===== src/rtl/msq_pkg.sv =====
package msq_pkg;
  typedef enum logic [2:0] {
    S_IDLE,
    S_LOAD,
    S_SETUP,
    S_LOW,
    S_HOLD,
    S_GAP
  } seq_state_t;

  localparam logic [1:0] ADDR_CH1 = 2'b00;
  localparam logic [1:0] ADDR_CH2 = 2'b01;
endpackage


===== src/rtl/msq_pos_counter.sv =====
module msq_pos_counter #(
  parameter int PW = 6
) (
  input  logic          clk,
  input  logic          rst,
  input  logic          step_in,
  input  logic          dir_up,
  output logic          step_edge,
  output logic [PW-1:0] pos
);
  logic step_q;

  assign step_edge = step_in & ~step_q;

  always_ff @(posedge clk) begin
    if (rst) begin
      step_q <= 1'b0;
      pos    <= '0;
    end else begin
      step_q <= step_in;
      // power-of-two period: natural wrap is modulo P in both senses
      if (step_edge) pos <= dir_up ? pos + 1'b1 : pos - 1'b1;
    end
  end
endmodule


===== src/rtl/msq_wave_rom.sv =====
module msq_wave_rom #(
  parameter int QB = 4
) (
  input  logic [QB+1:0] phase,
  output logic [7:0]    code
);
  localparam int Q = 1 << QB;
  localparam logic [QB:0] Q_V = Q[QB:0];

  logic [6:0] rom [0:Q];

  function automatic logic [6:0] mag_of(int j);
    real a;
    a = 127.0 * $sin(3.14159265358979 * j / (2.0 * Q));
    return 7'($rtoi(a + 0.5));
  endfunction

  initial begin
    for (int i = 0; i <= Q; i++) rom[i] = mag_of(i);
  end

  logic [1:0]  quad;
  logic [QB:0] kx;
  logic [QB:0] j;

  always_comb begin
    quad = phase[QB+1:QB];
    kx   = {1'b0, phase[QB-1:0]};
    j    = quad[0] ? (Q_V - kx) : kx;
    code = {quad[1], rom[j]};
  end
endmodule


===== src/rtl/msq_bus_seq.sv =====
module msq_bus_seq
  import msq_pkg::*;
#(
  parameter int QB         = 4,
  parameter int STROBE_CYC = 3,
  parameter int GAP_CYC    = 6
) (
  input  logic          clk,
  input  logic          rst,
  input  logic          step_edge,
  input  logic          single_pulse,
  input  logic [QB+1:0] pos,
  input  logic [7:0]    code,
  output logic [QB+1:0] rom_phase,
  output logic          wr_n,
  output logic [1:0]    reg_addr,
  output logic [7:0]    reg_data,
  output logic          overrun
);
  localparam int PW      = QB + 2;
  localparam int CNT_MAX = (STROBE_CYC > GAP_CYC) ? STROBE_CYC : GAP_CYC;
  localparam int CNT_W   = $clog2(CNT_MAX + 1);
  localparam logic [PW-1:0] Q_OFF = PW'(1 << QB);

  seq_state_t        state;
  logic              ch;
  logic              pending;
  logic [PW-1:0]     snap;
  logic [CNT_W-1:0]  cnt;
  logic              busy;
  logic              end_pair;

  assign busy      = (state != S_IDLE);
  assign end_pair  = (state == S_HOLD) && ch;
  assign rom_phase = ch ? (snap + Q_OFF) : pos;

  always_ff @(posedge clk) begin
    if (rst) begin
      state    <= S_IDLE;
      ch       <= 1'b0;
      pending  <= 1'b0;
      overrun  <= 1'b0;
      snap     <= '0;
      cnt      <= '0;
      wr_n     <= 1'b1;
      reg_addr <= ADDR_CH1;
      reg_data <= '0;
    end else begin
      // queue bookkeeping: one step may wait, a second one is lost
      if (end_pair) begin
        pending <= pending & step_edge;
      end else if (busy && step_edge) begin
        if (pending) overrun <= 1'b1;
        pending <= 1'b1;
      end

      unique case (state)
        S_IDLE: begin
          if (step_edge) begin
            ch    <= 1'b0;
            state <= S_LOAD;
          end
        end
        S_LOAD: begin
          reg_data <= code;
          reg_addr <= ch ? ADDR_CH2 : ADDR_CH1;
          if (!ch) snap <= pos;
          state <= S_SETUP;
        end
        S_SETUP: begin
          wr_n  <= 1'b0;
          cnt   <= CNT_W'(STROBE_CYC - 1);
          state <= S_LOW;
        end
        S_LOW: begin
          if (cnt == '0) begin
            wr_n  <= 1'b1;
            state <= S_HOLD;
          end else begin
            cnt <= cnt - 1'b1;
          end
        end
        S_HOLD: begin
          if (!ch) begin
            ch <= 1'b1;
            if (single_pulse && (GAP_CYC > 0)) begin
              cnt   <= CNT_W'(GAP_CYC - 1);
              state <= S_GAP;
            end else begin
              state <= S_LOAD;
            end
          end else if (pending || step_edge) begin
            ch    <= 1'b0;
            state <= S_LOAD;
          end else begin
            state <= S_IDLE;
          end
        end
        S_GAP: begin
          if (cnt == '0) state <= S_LOAD;
          else           cnt   <= cnt - 1'b1;
        end
        default: state <= S_IDLE;
      endcase
    end
  end
endmodule


===== src/rtl/msq_stepper_seq.sv =====
module msq_stepper_seq #(
  parameter int QUART_BITS = 4,
  parameter int STROBE_CYC = 3,
  parameter int GAP_CYC    = 6
) (
  input  logic       clk,
  input  logic       rst,
  input  logic       step_in,
  input  logic       dir_up,
  input  logic       single_pulse,
  output logic       wr_n,
  output logic [1:0] reg_addr,
  output logic [7:0] reg_data,
  output logic       overrun
);
  localparam int PW = QUART_BITS + 2;

  logic          step_edge;
  logic [PW-1:0] pos;
  logic [PW-1:0] rom_phase;
  logic [7:0]    code;

  msq_pos_counter #(.PW(PW)) u_pos (
    .clk       (clk),
    .rst       (rst),
    .step_in   (step_in),
    .dir_up    (dir_up),
    .step_edge (step_edge),
    .pos       (pos)
  );

  msq_wave_rom #(.QB(QUART_BITS)) u_rom (
    .phase (rom_phase),
    .code  (code)
  );

  msq_bus_seq #(
    .QB         (QUART_BITS),
    .STROBE_CYC (STROBE_CYC),
    .GAP_CYC    (GAP_CYC)
  ) u_seq (
    .clk          (clk),
    .rst          (rst),
    .step_edge    (step_edge),
    .single_pulse (single_pulse),
    .pos          (pos),
    .code         (code),
    .rom_phase    (rom_phase),
    .wr_n         (wr_n),
    .reg_addr     (reg_addr),
    .reg_data     (reg_data),
    .overrun      (overrun)
  );
endmodule


===== config.mk =====
export PLATFORM = sky130hd
export DESIGN_NAME = msq_stepper_seq
export DESIGN_NICKNAME = d
export VERILOG_FILES = /design/src/rtl/msq_pkg.sv /design/src/rtl/msq_pos_counter.sv /design/src/rtl/msq_wave_rom.sv /design/src/rtl/msq_bus_seq.sv /design/src/rtl/msq_stepper_seq.sv
export SDC_FILE = /design/constraint.sdc
export NUM_CORES = 1
export LEC_CHECK = 0
export BUFFER_PORTS_ARGS = -buffer_cell sky130_fd_sc_hd__buf_2
export CAP_MARGIN = 40
export CORE_UTILIZATION = 48
export CTS_BUF_LIST = sky130_fd_sc_hd__clkbuf_8
export DETAILED_ROUTE_END_ITERATION = 8
export PLACE_DENSITY = 0.66
export SYNTH_ARGS = -nofsm -noshare
export SYNTH_HDL_FRONTEND = slang
export SYNTH_SLANG_ARGS = --single-unit

===== constraint.sdc =====
create_clock -name clk -period 3.1 [get_ports clk]
set_clock_uncertainty 0.1 [all_clocks]
set_input_delay 0.62 -clock clk [delete_from_list [all_inputs] [get_ports clk]]
set_output_delay 0.62 -clock clk [all_outputs]
set_load 0.005 [all_outputs]

Yosys cells after proc, flatten, opt, wreduce, memory -nomap -nowiden
Memory sizes are Yosys's and may differ from the RTL's. A register that Yosys moved wholly into a read port is not among the register bits.
Cells that the tools add are included.
- reductions and logical operators: 17
- equal/unequal tests: 11
- bitwise operators: 5
- add/sub/neg operators: 5
- mux-type cells: 23
- operators with widths (cell ; count):
    3-bit two-way mux ; 8
    3-bit case mux with 6 select lines ; 1
    6-bit two-way mux ; 2
    3-bit case mux with 3 select lines ; 1
    1-bit two-way mux ; 8
    6-bit by 1-bit adder with 6-bit output, second input constant ; 1
    6-bit by 5-bit adder with 6-bit output, second input constant ; 1
    3-bit by 2-bit == test with 1-bit output, second input constant ; 2
    3-bit == test, second input constant ; 2
    3-bit logical NOT ; 2
    2-bit by 1-bit inequality test with 1-bit output, second input constant ; 3
    2-bit inequality test, second input constant ; 3
    2-bit AND reduction ; 3
    3-bit AND reduction ; 2
    2-bit nonzero test ; 3
    3-bit nonzero test ; 2
    6-bit by 1-bit subtractor with 6-bit output, second input constant ; 1
    5-bit two-way mux ; 1
    5-bit by 4-bit subtractor with 5-bit output, first input constant ; 1
    1-bit case mux with 2 select lines ; 2
    4-bit AND reduction ; 1
    3-bit by 1-bit == test with 1-bit output, second input constant ; 1
    1-bit inverter ; 3
    3-bit by 1-bit subtractor with 3-bit output, second input constant ; 1
    other kinds (4) ; 6
- memories: 1
- word-level logic and storage cells: 73
- memory bits (read-only): 119
- input bits: 5
- flip-flop bits (word level): 33
- output and inout port bits: 12
- memory list (name ; depth ; bits a word ; rd ports ; clocked after Yosys merged registers in ; wr ports ; RTL line ; text):
    u_rom.rom ; 17 ; 7 ; 1 ; 1 ; 0 ; msq_wave_rom.sv:10 ; logic [6:0] rom [0:Q];

Longest topological paths before layout
- depth in word-level cells: 6
- mapped depth: 10

Modules after synthesis
From an unflattened synthesis, not the netlist that was laid out.
- cells, all modules: 211
- area, all modules: 1951.9 µm²
- by module, submodules not included (module ; cells an instance ; sequential area each (µm²) ; times used ; area an instance (µm²)):
    msq_bus_seq ; 129 ; 500.5 ; 1 ; 1201.2
    msq_pos_counter ; 42 ; 140.1 ; 1 ; 424.2
    msq_wave_rom ; 40 ; 0.0 ; 1 ; 326.6

Least setup slack after synthesis
No wires, ideal clock.
- kind: reg2reg
- from: reg u_seq.ch
- to: reg u_seq.reg_data[3] (read register of u_rom.rom)
- library setup time: 0.091 ns
- arrival: 2.337 ns
- period minus slack after synthesis: 2.528 ns
- slack: 0.572 ns
- buffers on the path: 1
- cell stages (with the launch flop): 10
- path through: dfxtp_1 > buf_6 > mux2i_2 > ha_1 > mux2i_1 > a21oi_1 > ha_1 > o211ai_1 > a21oi_1 > a311oi_1
- longest elaborated chain between the ends: 3
- ends and longest elaborated chain (item ; RTL line ; text):
    from (decl) ; msq_bus_seq.sv:26 ; logic ch;
    from (signal assigned) ; msq_bus_seq.sv:40 ; ch <= 1'b0;
    from (signal assigned) ; msq_bus_seq.sv:60 ; ch <= 1'b0;
    from (signal assigned) ; msq_bus_seq.sv:85 ; ch <= 1'b1;
    6-bit two-way mux (*) ; msq_bus_seq.sv:35 ; assign rom_phase = ch ? (snap + Q_OFF) : pos;
    5-bit by 4-bit subtractor with 5-bit output ; msq_wave_rom.sv:29 ; j = quad[0] ? (Q_V - kx) : kx;
    5-bit two-way mux (*) ; msq_wave_rom.sv:29 ;
    to (decl) ; msq_bus_seq.sv:17 ; output logic [7:0] reg_data,
Mark *: on every way between the ends. The rest lies on a longest branch, timed or not.
A chain may end at the register's enable or synchronous reset.

Worst setup path after layout
Same ends and word-level chain as after synthesis.

==> metrics.cfg <==
[clock_tree]
ctsHoldBuffers = 0
numCtsBuffers = 5
post-cts-setup-buffers = 0
clk_pin_slew_ns = 0.07
cts_sinks = 32
ctsHtreeMaxLevel = 2
clockBufferDepth = 2
tritoncts = built
cts_root_buf = clkbuf_8
cts_resized = 0
clock_latency_ns = 0.28

[logic_synthesis]
ys_seq_elements = 32
syn-num-nets = 270
yosys-top-cells-count = dfxtp_1 (32), nor2_1 (31), a21oi_1 (27), nand2_1 (27), o21ai_0 (18)
async_flop_share = 0
synth_area_leaders = dfxtp_1 (32%), ha_1 (6.8%), a21oi_1 (6.6%)
synth.largest_area_cell = dfxtp_1
syn_area_per_cell_um2 = 8.04
synth-edff-count = 0
synthCells = 253
yosysWarningCount = 0
synth_top_area_frac = 0.315
synth.most_common_cell = dfxtp_1
yosysUniqueCellTypes = 49
syn_area_mm2 = 0.00203
synth_ff_type = dfxtp_1
ys_seq_area_frac = 0.315

[worst_setup_path]
path_max_fanout = 12
crit_type = reg2reg
arrival_ns = 2.81
worstRegToRegCells = 9
crit_path_start = u_seq.ch
timing.rr.start = u_seq.ch
start_kind = register
worst-endpoint-required_ns = 3.20
crit_path_end_kind = register

[sta]
rsz0062_at_grt = false
drv_slew = 0
slew_headroom = 0.540
worst_pin_slew_ns = 0.686
tns_ns = 0
period_minus_slack_ns = 2.71
setup_violations = 0
fmaxAchievable_ghz = 0.369
period_share = 0.875
hold_viol_final = 0

[floorplanning]
die_area_mm2 = 0.00450
die_x_um = 67.1
io_pins = 17
die_h_um = 67.1
coreArea_mm2 = 0.00403
num_rows = 23
initial_core_util = 0.505

[grt]
grt_pass1_vias = 1580
grt-ovfl-total = 0
globalRouteTotalUtil = 0.214
grt_pass1_wl_um = 7200
antenna_found_initial = 0
grt_max_degree = 33

[hold_path]
hp-class = reg2reg
worst_hold_startpoint = u_seq.reg_addr[0]
min_path_cells = 2

[routing]
antenna_left = 0
wire_per_inst_um = 13.4
via_per_inst = 5.57
drc = 0
firstDrtPassIters = 4
drt-initial-drc-count = 133
routed_wl_um = 4250
via_count = 1760

[pwr]
p_leak_nw = 0.870
internal_power_uw = 788
power_frac_seq = 0.419
p_sw_uw = 388
vdd_drop_max_v = 0.000268
power_mw = 1.18
power_frac_comb = 0.282
swShare = 0.330
powerDensity_mw_per_mm2 = 528
power.share.clock = 0.298

[cells_and_area]
drive_gt1_frac = 0.139
synthToLayoutAreaGrowth_pct = 9.60
fin_nets = 283
antenna_cells = 0

[outcome]
outcome = complete, no violations

[run]
drv_cap = 0

[placement]
globalplace.congestion = 0.879
hpwlAfterDp_um = 2910
place.port_buffers = 15

[power groups by stage]
stage,sequential (mW),clock (mW),combinational (mW)
2_1_floorplan,0.488,0,0.271
3_3_place_gp,0.502,0,0.328
3_5_place_dp,0.502,0,0.332
4_1_cts,0.493,0.358,0.333
5_1_grt,0.500,0.374,0.377
6_report,0.493,0.351,0.332
[metrics by stage]
stage	std cells	hold slack, ns	utilization	setup WS, ns	area (µm²)
after detailed placement	309	0.357	0.529	0.441	2130
after global routing	316	0.382	0.553	0.234	2230
after floorplan	253	0.348	-	0.572	2030
after global placement	309	0.344	0.529	0.501	2130
after CTS	316	0.366	0.553	0.404	2230
final	316	0.360	0.553	0.386	2230
[kinds of logic (layout without fill, tap and decap cells)]
kind of cell | Yosys count | after routing | synth area share
simple gates | 92 | 92 | 0.212
compound gates | 82 | 82 | 0.268
flops | 32 | 32 | 0.315
buf+inv | 20 | 33 | 0.0468
fa+ha+maj | 12 | 12 | 0.0775
xor+xnor | 9 | 9 | 0.0462
mux | 5 | 5 | 0.0326
other cells | 1 | 1 | 0.00184
[registers in the layout, indices dropped and copies added, names as in the netlist, 3 cells and up]
name            cells
u_pos.pos           6
u_seq.cnt           3
u_seq.reg_data      8
u_seq.snap          6
u_seq.state         3
[layer usage]
metal,up-vias,global-route usage,share of wire
li1,929,-,-
met1,810,0.264,0.50
met5,-,0,0
met3,4,0.0514,0.029
met4,0,0.0931,0.013
met2,17,0.350,0.46
[area by class of cell]
class	instances	area, µm²
multi-input cells	201	1300
flip-flops and latches	32	641
well taps	50	62.6
clock buffers	7	96.3
repair buffers	19	105
inverters	7	26.3
fillers	400	1800
[cells in the final DEF, fill, tap and decap left out, types with 2 or more instances in the layout]
master    synthesis  layout
a22o_1            2       2
dfxtp_1          32      32
a211oi_1          4       4
nand2_1          27      27
buf_4             1       4
o21a_1            2       2
nand2b_1          3       3
nor2_1           31      31
a21o_1            2       2
a221oi_1          2       2
nand3_1           4       4
and3_1            3       3
nor3_1            9       9
and2b_1           2       2
inv_1             7       7
buf_2             1      15
o21bai_1          2       2
clkbuf_8          0       7
a311oi_1          5       5
nor4_1            2       2
xnor2_1           7       7
o21ai_0          18      18
a21oi_1          27      27
ha_1             11      11
a31oi_1           4       4
mux2i_1           3       3
o211ai_1          6       6
nor2b_1           5       5
nand3b_1          2       2
[path summary, 6_finish.rpt]
path	end	slack, ns
worst max-delay path	u_seq.reg_data[3]	0.39
worst min-delay path	u_seq.reg_addr[0]	0.36
worst max register to register	u_seq.reg_data[3]	0.39
worst min register to register	u_seq.reg_addr[0]	0.36
[worst max-delay path, cell delays in order, from the launching register on]
cell      delay [ns]
dfxtp_1         0.57
mux2i_1         0.35
ha_1            0.32
a211oi_1        0.24
a21oi_1         0.07
buf_4           0.19
ha_1            0.31
o211ai_1        0.18
a21oi_1         0.06
a311oi_1        0.24
Power figures use the tool's default switching activity.
